File: src/rtl/ramp_adc_pkg.sv
package ramp_adc_pkg;
  // strobes from control to datapath
  typedef struct packed {
    logic clearAll; // start of pass: wipe lanes
    logic capEn;    // counter running, captures allowed
    logic finish;   // pass ends this edge: mark unfired lanes
  } adcStrobe_t;
endpackage

File: src/rtl/ramp_adc_ctrl.sv
module ramp_adc_ctrl
  import ramp_adc_pkg::*;
#(
  parameter int CNT_W = 12
) (
  input  logic             clk,
  input  logic             rst_n,
  input  logic             start,
  input  logic             allFired,
  output adcStrobe_t       strobe,
  output logic [CNT_W-1:0] grayCnt,
  output logic             done
);
  localparam logic [CNT_W-1:0] CNT_MAX = '1;

  typedef enum logic [1:0] {ST_IDLE, ST_RUN, ST_DONE} ctlState_t;
  ctlState_t state;
  logic [CNT_W-1:0] binCnt;
  logic [CNT_W-1:0] nxtBin;
  logic termHit;

  assign nxtBin  = binCnt + 1'b1;
  assign termHit = (state == ST_RUN) && ((binCnt == CNT_MAX) || allFired);

  always_ff @(posedge clk) begin
    if (!rst_n) begin
      state   <= ST_IDLE;
      binCnt  <= '0;
      grayCnt <= '0;
    end else if (start) begin
      state   <= ST_RUN;
      binCnt  <= '0;
      grayCnt <= '0;
    end else if (state == ST_RUN) begin
      if (termHit) begin
        state <= ST_DONE;
      end else begin
        binCnt  <= nxtBin;
        grayCnt <= nxtBin ^ (nxtBin >> 1);
      end
    end
  end

  always_comb begin
    strobe.clearAll = start;
    strobe.capEn    = (state == ST_RUN) && !start;
    strobe.finish   = termHit && !start;
  end

  assign done = (state == ST_DONE);

  // shared count never moves more than one bit, bounding capture error
  assert_gray_step_R3: assert property (@(posedge clk) disable iff (!rst_n)
    !start |=> ($countones(grayCnt ^ $past(grayCnt)) <= 1));

  assert_start_clears_R2: assert property (@(posedge clk) disable iff (!rst_n)
    start |=> (grayCnt == '0 && !done));

  assert_done_hold_R10: assert property (@(posedge clk) disable iff (!rst_n)
    (done && !start) |=> done);

  assert_done_cause_R8: assert property (@(posedge clk) disable iff (!rst_n)
    $rose(done) |-> ($past(binCnt) == CNT_MAX || $past(allFired)));
endmodule

File: src/rtl/ramp_adc_datapath.sv
module ramp_adc_datapath
  import ramp_adc_pkg::*;
#(
  parameter int LANES = 64,
  parameter int CNT_W = 12,
  parameter int IDX_W = 6
) (
  input  logic             clk,
  input  logic             rst_n,
  input  adcStrobe_t       strobe,
  input  logic [CNT_W-1:0] grayCnt,
  input  logic [LANES-1:0] comp,
  input  logic [IDX_W-1:0] rdIdx,
  output logic             allFired,
  output logic [CNT_W-1:0] rdData,
  output logic             rdOvf
);
  // Gray code of the all-ones binary value
  localparam logic [CNT_W-1:0] FULL_GRAY = {1'b1, {(CNT_W-1){1'b0}}};

  logic [LANES-1:0] syncA, syncB, prevB;
  logic [CNT_W-1:0] laneCode [LANES];
  logic             laneFired [LANES];
  logic             laneOvf [LANES];

  function automatic logic [CNT_W-1:0] grayToBin(input logic [CNT_W-1:0] g);
    logic [CNT_W-1:0] b;
    b[CNT_W-1] = g[CNT_W-1];
    for (int k = CNT_W - 2; k >= 0; k--) b[k] = b[k+1] ^ g[k];
    return b;
  endfunction

  always_ff @(posedge clk) begin
    if (!rst_n) begin
      syncA <= '0;
      syncB <= '0;
      prevB <= '0;
    end else begin
      syncA <= comp;
      syncB <= syncA;
      prevB <= syncB;
    end
  end

  for (genvar i = 0; i < LANES; i++) begin : g_lane
    logic rise;
    assign rise = syncB[i] && !prevB[i];

    always_ff @(posedge clk) begin
      if (!rst_n || strobe.clearAll) begin
        laneCode[i]  <= '0;
        laneFired[i] <= 1'b0;
        laneOvf[i]   <= 1'b0;
      end else if (strobe.capEn && rise && !laneFired[i]) begin
        laneCode[i]  <= grayCnt;
        laneFired[i] <= 1'b1;
      end else if (strobe.finish && !laneFired[i]) begin
        laneCode[i] <= FULL_GRAY;
        laneOvf[i]  <= 1'b1;
      end
    end

    assert_code_hold_R4: assert property (@(posedge clk) disable iff (!rst_n)
      (laneFired[i] && !strobe.clearAll) |=> $stable(laneCode[i]));
  end

  always_comb begin
    allFired = 1'b1;
    for (int i = 0; i < LANES; i++) allFired = allFired & laneFired[i];
  end

  always_ff @(posedge clk) begin
    if (!rst_n) begin
      rdData <= '0;
      rdOvf  <= 1'b0;
    end else begin
      rdData <= grayToBin(laneCode[rdIdx]);
      rdOvf  <= laneOvf[rdIdx];
    end
  end
endmodule

File: src/rtl/ramp_adc_bank.sv
module ramp_adc_bank
  import ramp_adc_pkg::*;
#(
  parameter int LANES = 64,
  parameter int CNT_W = 12,
  localparam int IDX_W = $clog2(LANES)
) (
  input  logic             clk,
  input  logic             rst_n,
  input  logic             start,
  input  logic [LANES-1:0] comp,
  output logic             done,
  input  logic [IDX_W-1:0] rdIdx,
  output logic [CNT_W-1:0] rdData,
  output logic             rdOvf
);
  adcStrobe_t       strobe;
  logic [CNT_W-1:0] grayCnt;
  logic             allFired;

  ramp_adc_ctrl #(.CNT_W(CNT_W)) i_ctrl (
    .clk(clk), .rst_n(rst_n), .start(start), .allFired(allFired),
    .strobe(strobe), .grayCnt(grayCnt), .done(done)
  );

  ramp_adc_datapath #(.LANES(LANES), .CNT_W(CNT_W), .IDX_W(IDX_W)) i_dp (
    .clk(clk), .rst_n(rst_n), .strobe(strobe), .grayCnt(grayCnt),
    .comp(comp), .rdIdx(rdIdx), .allFired(allFired),
    .rdData(rdData), .rdOvf(rdOvf)
  );
endmodule

File: config.mk
export PLATFORM = sky130hd
export DESIGN_NAME = ramp_adc_bank
export DESIGN_NICKNAME = d
export VERILOG_FILES = /design/src/rtl/ramp_adc_pkg.sv /design/src/rtl/ramp_adc_ctrl.sv /design/src/rtl/ramp_adc_datapath.sv /design/src/rtl/ramp_adc_bank.sv
export SDC_FILE = /design/constraint.sdc
export NUM_CORES = 2
export LEC_CHECK = 0
export BUFFER_PORTS_ARGS = -buffer_cell sky130_fd_sc_hd__buf_2
export CAP_MARGIN = 40
export CORE_MARGIN = 5
export CORE_UTILIZATION = 35
export DETAILED_ROUTE_END_ITERATION = 16
export MAX_ROUTING_LAYER = met4
export SETUP_SLACK_MARGIN = 0.2
export SLEW_MARGIN = 20
export SYNTH_ARGS = -nofsm -noshare
export SYNTH_HDL_FRONTEND = slang
export SYNTH_SLANG_ARGS = --single-unit
File: constraint.sdc
create_clock -name clk -period 3.1 [get_ports clk]
set_input_delay 0.155 -clock clk [delete_from_list [all_inputs] [get_ports clk]]
set_output_delay 0.155 -clock clk [all_outputs]
set_load 0.05 [all_outputs]
==> After elaboration in Yosys (flattened, before gate mapping) <==
Memory sizes are Yosys's and may differ from the RTL's. A register that Yosys moved wholly into a read port is not among the register bits.
Index checks and enable logic that the tools add are counted.
{ "op_classes": {"reduce_logical": 398, "bitwise": 333, "eq_ne": 3, "add_sub_neg": 1, "n_mux": 709} }
{ "ops": {"columns": ["cell", "n"], "rows": [
  ["12-bit 2-to-1 mux", 128],
  ["1-bit 2-to-1 mux", 581],
  ["1-bit logical AND", 259],
  ["1-bit bitwise OR", 256],
  ["1-bit logical NOT", 131],
  ["1-bit bitwise AND", 63],
  ["12-bit by 1-bit adder with 12-bit output, second input constant", 1],
  ["12-bit == test, second input constant", 1],
  ["12-bit by 11-bit XOR with 12-bit output", 1],
  ["1-bit XOR", 11],
  ["2-bit AND reduction", 3],
  ["2-bit nonzero test", 2],
  ["2-bit by 1-bit == test with 1-bit output, second input constant", 1],
  ["2-bit == test, second input constant", 1],
  ["1-bit logical OR", 2],
  ["1-bit inverter", 2],
  ["2-bit OR reduction", 1]
]} }
{ "word_totals": {"ram_bits": 896, "regBits": 230, "mem_count": 3, "word_cells": 1455, "inputBits": 73} }
{ "memory_table": {"columns": ["name", "words", "word_bits", "read_ports", "rd_clocked_by_memory_dff", "wr", "line", "source"], "rows": [
  ["i_dp.laneCode", 64, 12, 1, 0, 64, "ramp_adc_datapath.sv:22", "logic [CNT_W-1:0] laneCode [LANES];"],
  ["i_dp.laneFired", 64, 1, 64, 0, 64, "ramp_adc_datapath.sv:23", "logic laneFired [LANES];"],
  ["i_dp.laneOvf", 64, 1, 1, 1, 64, "ramp_adc_datapath.sv:24", "logic laneOvf [LANES];"]
]} }

==> Longest topological paths before layout <==
An unclocked memory read counts as a cell.
{ "logic_depth": {"word_depth": 73, "depth_mapped": 16} }

==> By module <==
Synthesis repeated with hierarchy kept, for this count alone.
{ "unflattened": {"cells_unflattened": 3568, "area_unflattened_um2": 50226.9} }
{ "modules_own_cells": {"columns": ["mod", "area_each_um2", "seq_area_each_um2", "cells_each", "instances"], "rows": [
  ["ramp_adc_datapath", 48826.8, 30989.7, 3405, 1],
  ["ramp_adc_ctrl", 1400.1, 500.5, 163, 1]
]} }

==> Worst setup path after synthesis <==
OpenSTA, ideal clock, no wires.
{ "synth_timing": {"path_kind": "input port to flip-flop", "from": "input rdIdx[1]", "to": "register i_dp.rdOvf (read register of i_dp.laneOvf)", "stages": 11, "arrival_ns": 3.202, "t_required_ns": 2.985, "setup_time_ns": 0.115, "slack_ns": -0.217, "path_cell_list": "buf_4 -> buf_4 -> buf_4 -> buf_4 -> buf_2 -> clkbuf_1 -> buf_1 -> mux4_2 -> mux4_2 -> mux4_2 -> and2_1"} }
{ "synth_lines": {"columns": ["element", "line", "source"], "rows": [
  ["from (decl)", "ramp_adc_bank.sv:13", "input logic [IDX_W-1:0] rdIdx,"],
  ["to (decl)", "ramp_adc_datapath.sv:16", "output logic rdOvf"]
]} }

==> qor.yml <==
status: "finished, violations left"
violations: "negative setup slack"
die_width_um: 384
vias_per_cell: 5.22
clk_path_buf_depth: 3
max-cap-violations: 0
final_nets: 3964
synth_area_leaders: "edfxtp_1, and2_1, mux4_2"
grt_usage: 0.201
drv_slew: 0
grt_overflow: 0
yosysSeqAreaShare: 0.642
fmax_mhz: 319
drt_iter0_drc: 3413
coreArea_um2: 139000
path_class: "reg2reg"
cp_common_cell: "nand4_1"
syn2layout_area_growth_pct: 23.9
drive_gt1_frac: 0.277
synthFlopType: "edfxtp_1"
ant_nets: 0
io_pins: 87
dpl.hpwl_mm: 95.7
hold_viol_final: 0
worstPathRequired_ns: 3.49
port_buffers: 86
core.rowCount: 137
root_buffer: "clkbuf_16"
ys_seq_elements: 1126
die_y_um: 384
dr.pass1.iters: 6
grt_pass1_wl_mm: 212
final_cells: 5869
cts_tree: "done"
path_max_fanout: 7
hold_class: "in2reg"
cts.clk_slew.worst_paths_ns: 0.06
vias: 30600
crit_chain: "nand4_1 > nor4_4 > buf_4 > nand4_1 > nand2_2 > nand2_8 > buf_6 > buf_8 > or3_4 > nand2b_4"
cts.sinks: 1126
drc: 0
grt_max_degree: 170
period_needed_ns: 3.14
rsz0062_at_grt: "yes"
worstSetupStartpointType: "flop"
dpl.cell_count: 5500
antenna_found_initial: 8
syn_inst: 3453
end_kind: "flop"
synth-warning-count: 0
synth.avg_cell_area_um2: 14.2
post-route-util: 0.436
cp_slowest_cell: "edfxtp_1"
cts_buffers: 114
avgRoutedWirePerCell_um: 25.8
fillCellCount: 12300
synth_edf_count: 894
synth_top_area_share: 0.547
cts-htree-levels: 3
ys_async_sr_fraction: 0
syn_area_um2: 49100
synth_area_leader_cell: "edfxtp_1"
worst_ep_arrival_time_ns: 3.53
routed_wl_mm: 152
die_area_um2: 148000
tightest_slew_ns: 0.941
clkLatencyLatePin_ns: 0.73
setup_viol: 43
grt_pass1_vias: 29800
synth_cell_types: 58
setup_slack_ns: -0.0361
start_util: 0.352
leakage_nw: 24.2
tns_ns: -0.768
fin_crit_sh: 1.01
slowest_delay_ns: 0.46
finClkSkew_ns: 0.0332
synth_nets: 3527
slew_headroom: 0.366
gp_congestion: 0.851
ir_drop_mv: 0.545
p_per_area_nw_per_um2: 565
==> per-layer routing <==
metal | vias up | global-route usage | share of wire
li1 | 13300 | - | -
met1 | 15600 | 0.284 | 0.43
met2 | 1449 | 0.303 | 0.45
met3 | 219 | 0.0308 | 0.091
met4 | 0 | 0.0607 | 0.031
met5 | - | - | 0
==> path summary, 6_finish.rpt <==
kind	from	endpoint	slack, ns	cells after the start
setup / recovery	i_dp.laneFired[1][11]	i_dp.laneCode[3][5]	-0.04	10
hold / removal	comp[10]	i_dp.syncA[10]	0.18	3
setup reg to reg	i_dp.laneFired[1][11]	i_dp.laneCode[3][5]	-0.04	10
hold reg to reg	i_dp.syncA[11]	i_dp.syncB[11]	0.43	1
==> through the flow <==
step	setup slack [ns]	total power [mW]	area (µm²)	hold slack [ns]
finish	-0.0361	34.3	60800	0.180
global route	-0.0671	35.3	60800	0.179
CTS	-0.00804	34.4	59700	0.130
detailed placement	-0.420	20.4	54500	0.364
global placement	-0.431	20.3	54300	0.360
floorplan	0.0648	19.0	49400	0.282
==> registers in the layout, indices dropped and copies added (netlist names) <==
name,flops
i_dp.rdOvf,1
i_ctrl.binCnt,12
i_dp.laneFired,64
i_dp.rdData,12
i_ctrl.grayCnt,11
i_dp.laneOvf,64
i_dp.laneCode,768
i_dp.prevB,64
i_dp.syncB,64
i_dp.syncA,64
i_ctrl.state,2
==> report_power, final <==
part	internal [mW]	total (mW)	switching (mW)	leakage [nW]
Clock	8.00	14.0	6.00	1.86
Combinational	1.37	3.13	1.76	10.5
Sequential	16.9	17.2	0.281	11.9
==> cell usage after synthesis (7+ instances only) <==
cell type    n
a211o_1     17
a211oi_1    10
a21o_1      63
a21oi_1      9
a221oi_1    14
a22o_1       7
a22oi_1     27
and2_1     905
and3_1      19
buf_2       17
buf_4       17
buf_6        8
clkbuf_1   234
dfxtp_1    232
edfxtp_1   894
inv_1       19
mux2i_1     35
mux4_1       8
mux4_2     216
nand2_1     98
nand2b_1   114
nand3_1      7
nand3b_1    18
nand4_1     19
nor2_1     168
nor2b_1     58
o21ai_0     73
or3_1       47
xnor2_1     26
xor2_1      17
==> placed cells by master (no fill, tap or decap), drive strengths merged, types with 63 or more instances in the layout <==
master	instances
buf	474
dfxtp	232
nand2b	145
dlygate4sd3	91
clkbuf	162
a21o	63
and2	905
nor2	168
o21ai	73
edfxtp	894
mux4	224
nand2	98
==> cell type report <==
cell class	count	area (µm²)	share of cell area
antenna	3	7.51	0.000123
clock buffer	151	3120	0.0513
clock inverter	65	648	0.0107
inverter	20	75.1	0.00123
multi-input combinational	2052	17600	0.289
sequential	1126	31500	0.518
tap	1876	2350	0.0386
timing repair buffer	576	5490	0.0904
==> cell families (layout without fill, tap and decap cells) <==
family	count (synthesis)	in the layout	share of synthesized area
buffers and inverters	306	812	0.0279
and+or+nand+nor	1470	1501	0.174
other	0	3	0
AOI/OAI and AO/OA	235	235	0.0332
DFF	1126	1126	0.642
xor gates and xnor gates	51	51	0.0108
muxes	264	264	0.112
adders and majority gates	1	1	0.000255
==> worst max-delay path, delay by kind of cell, from the launching register on <==
family        cells  cell delay [ns]
simple gates      7             1.82
buf+inv           3             0.51
flops             1             0.46
==> timing repair <==
action,in CTS,in global routing
cloned,17,25
setup endpoints to repair,970,973
hold buffers,91,0
setup buffers,1,4
resized for setup,87,122
pin swaps,18,25
hold endpoints to repair,93,0
(Power assumes the default switching activity.)
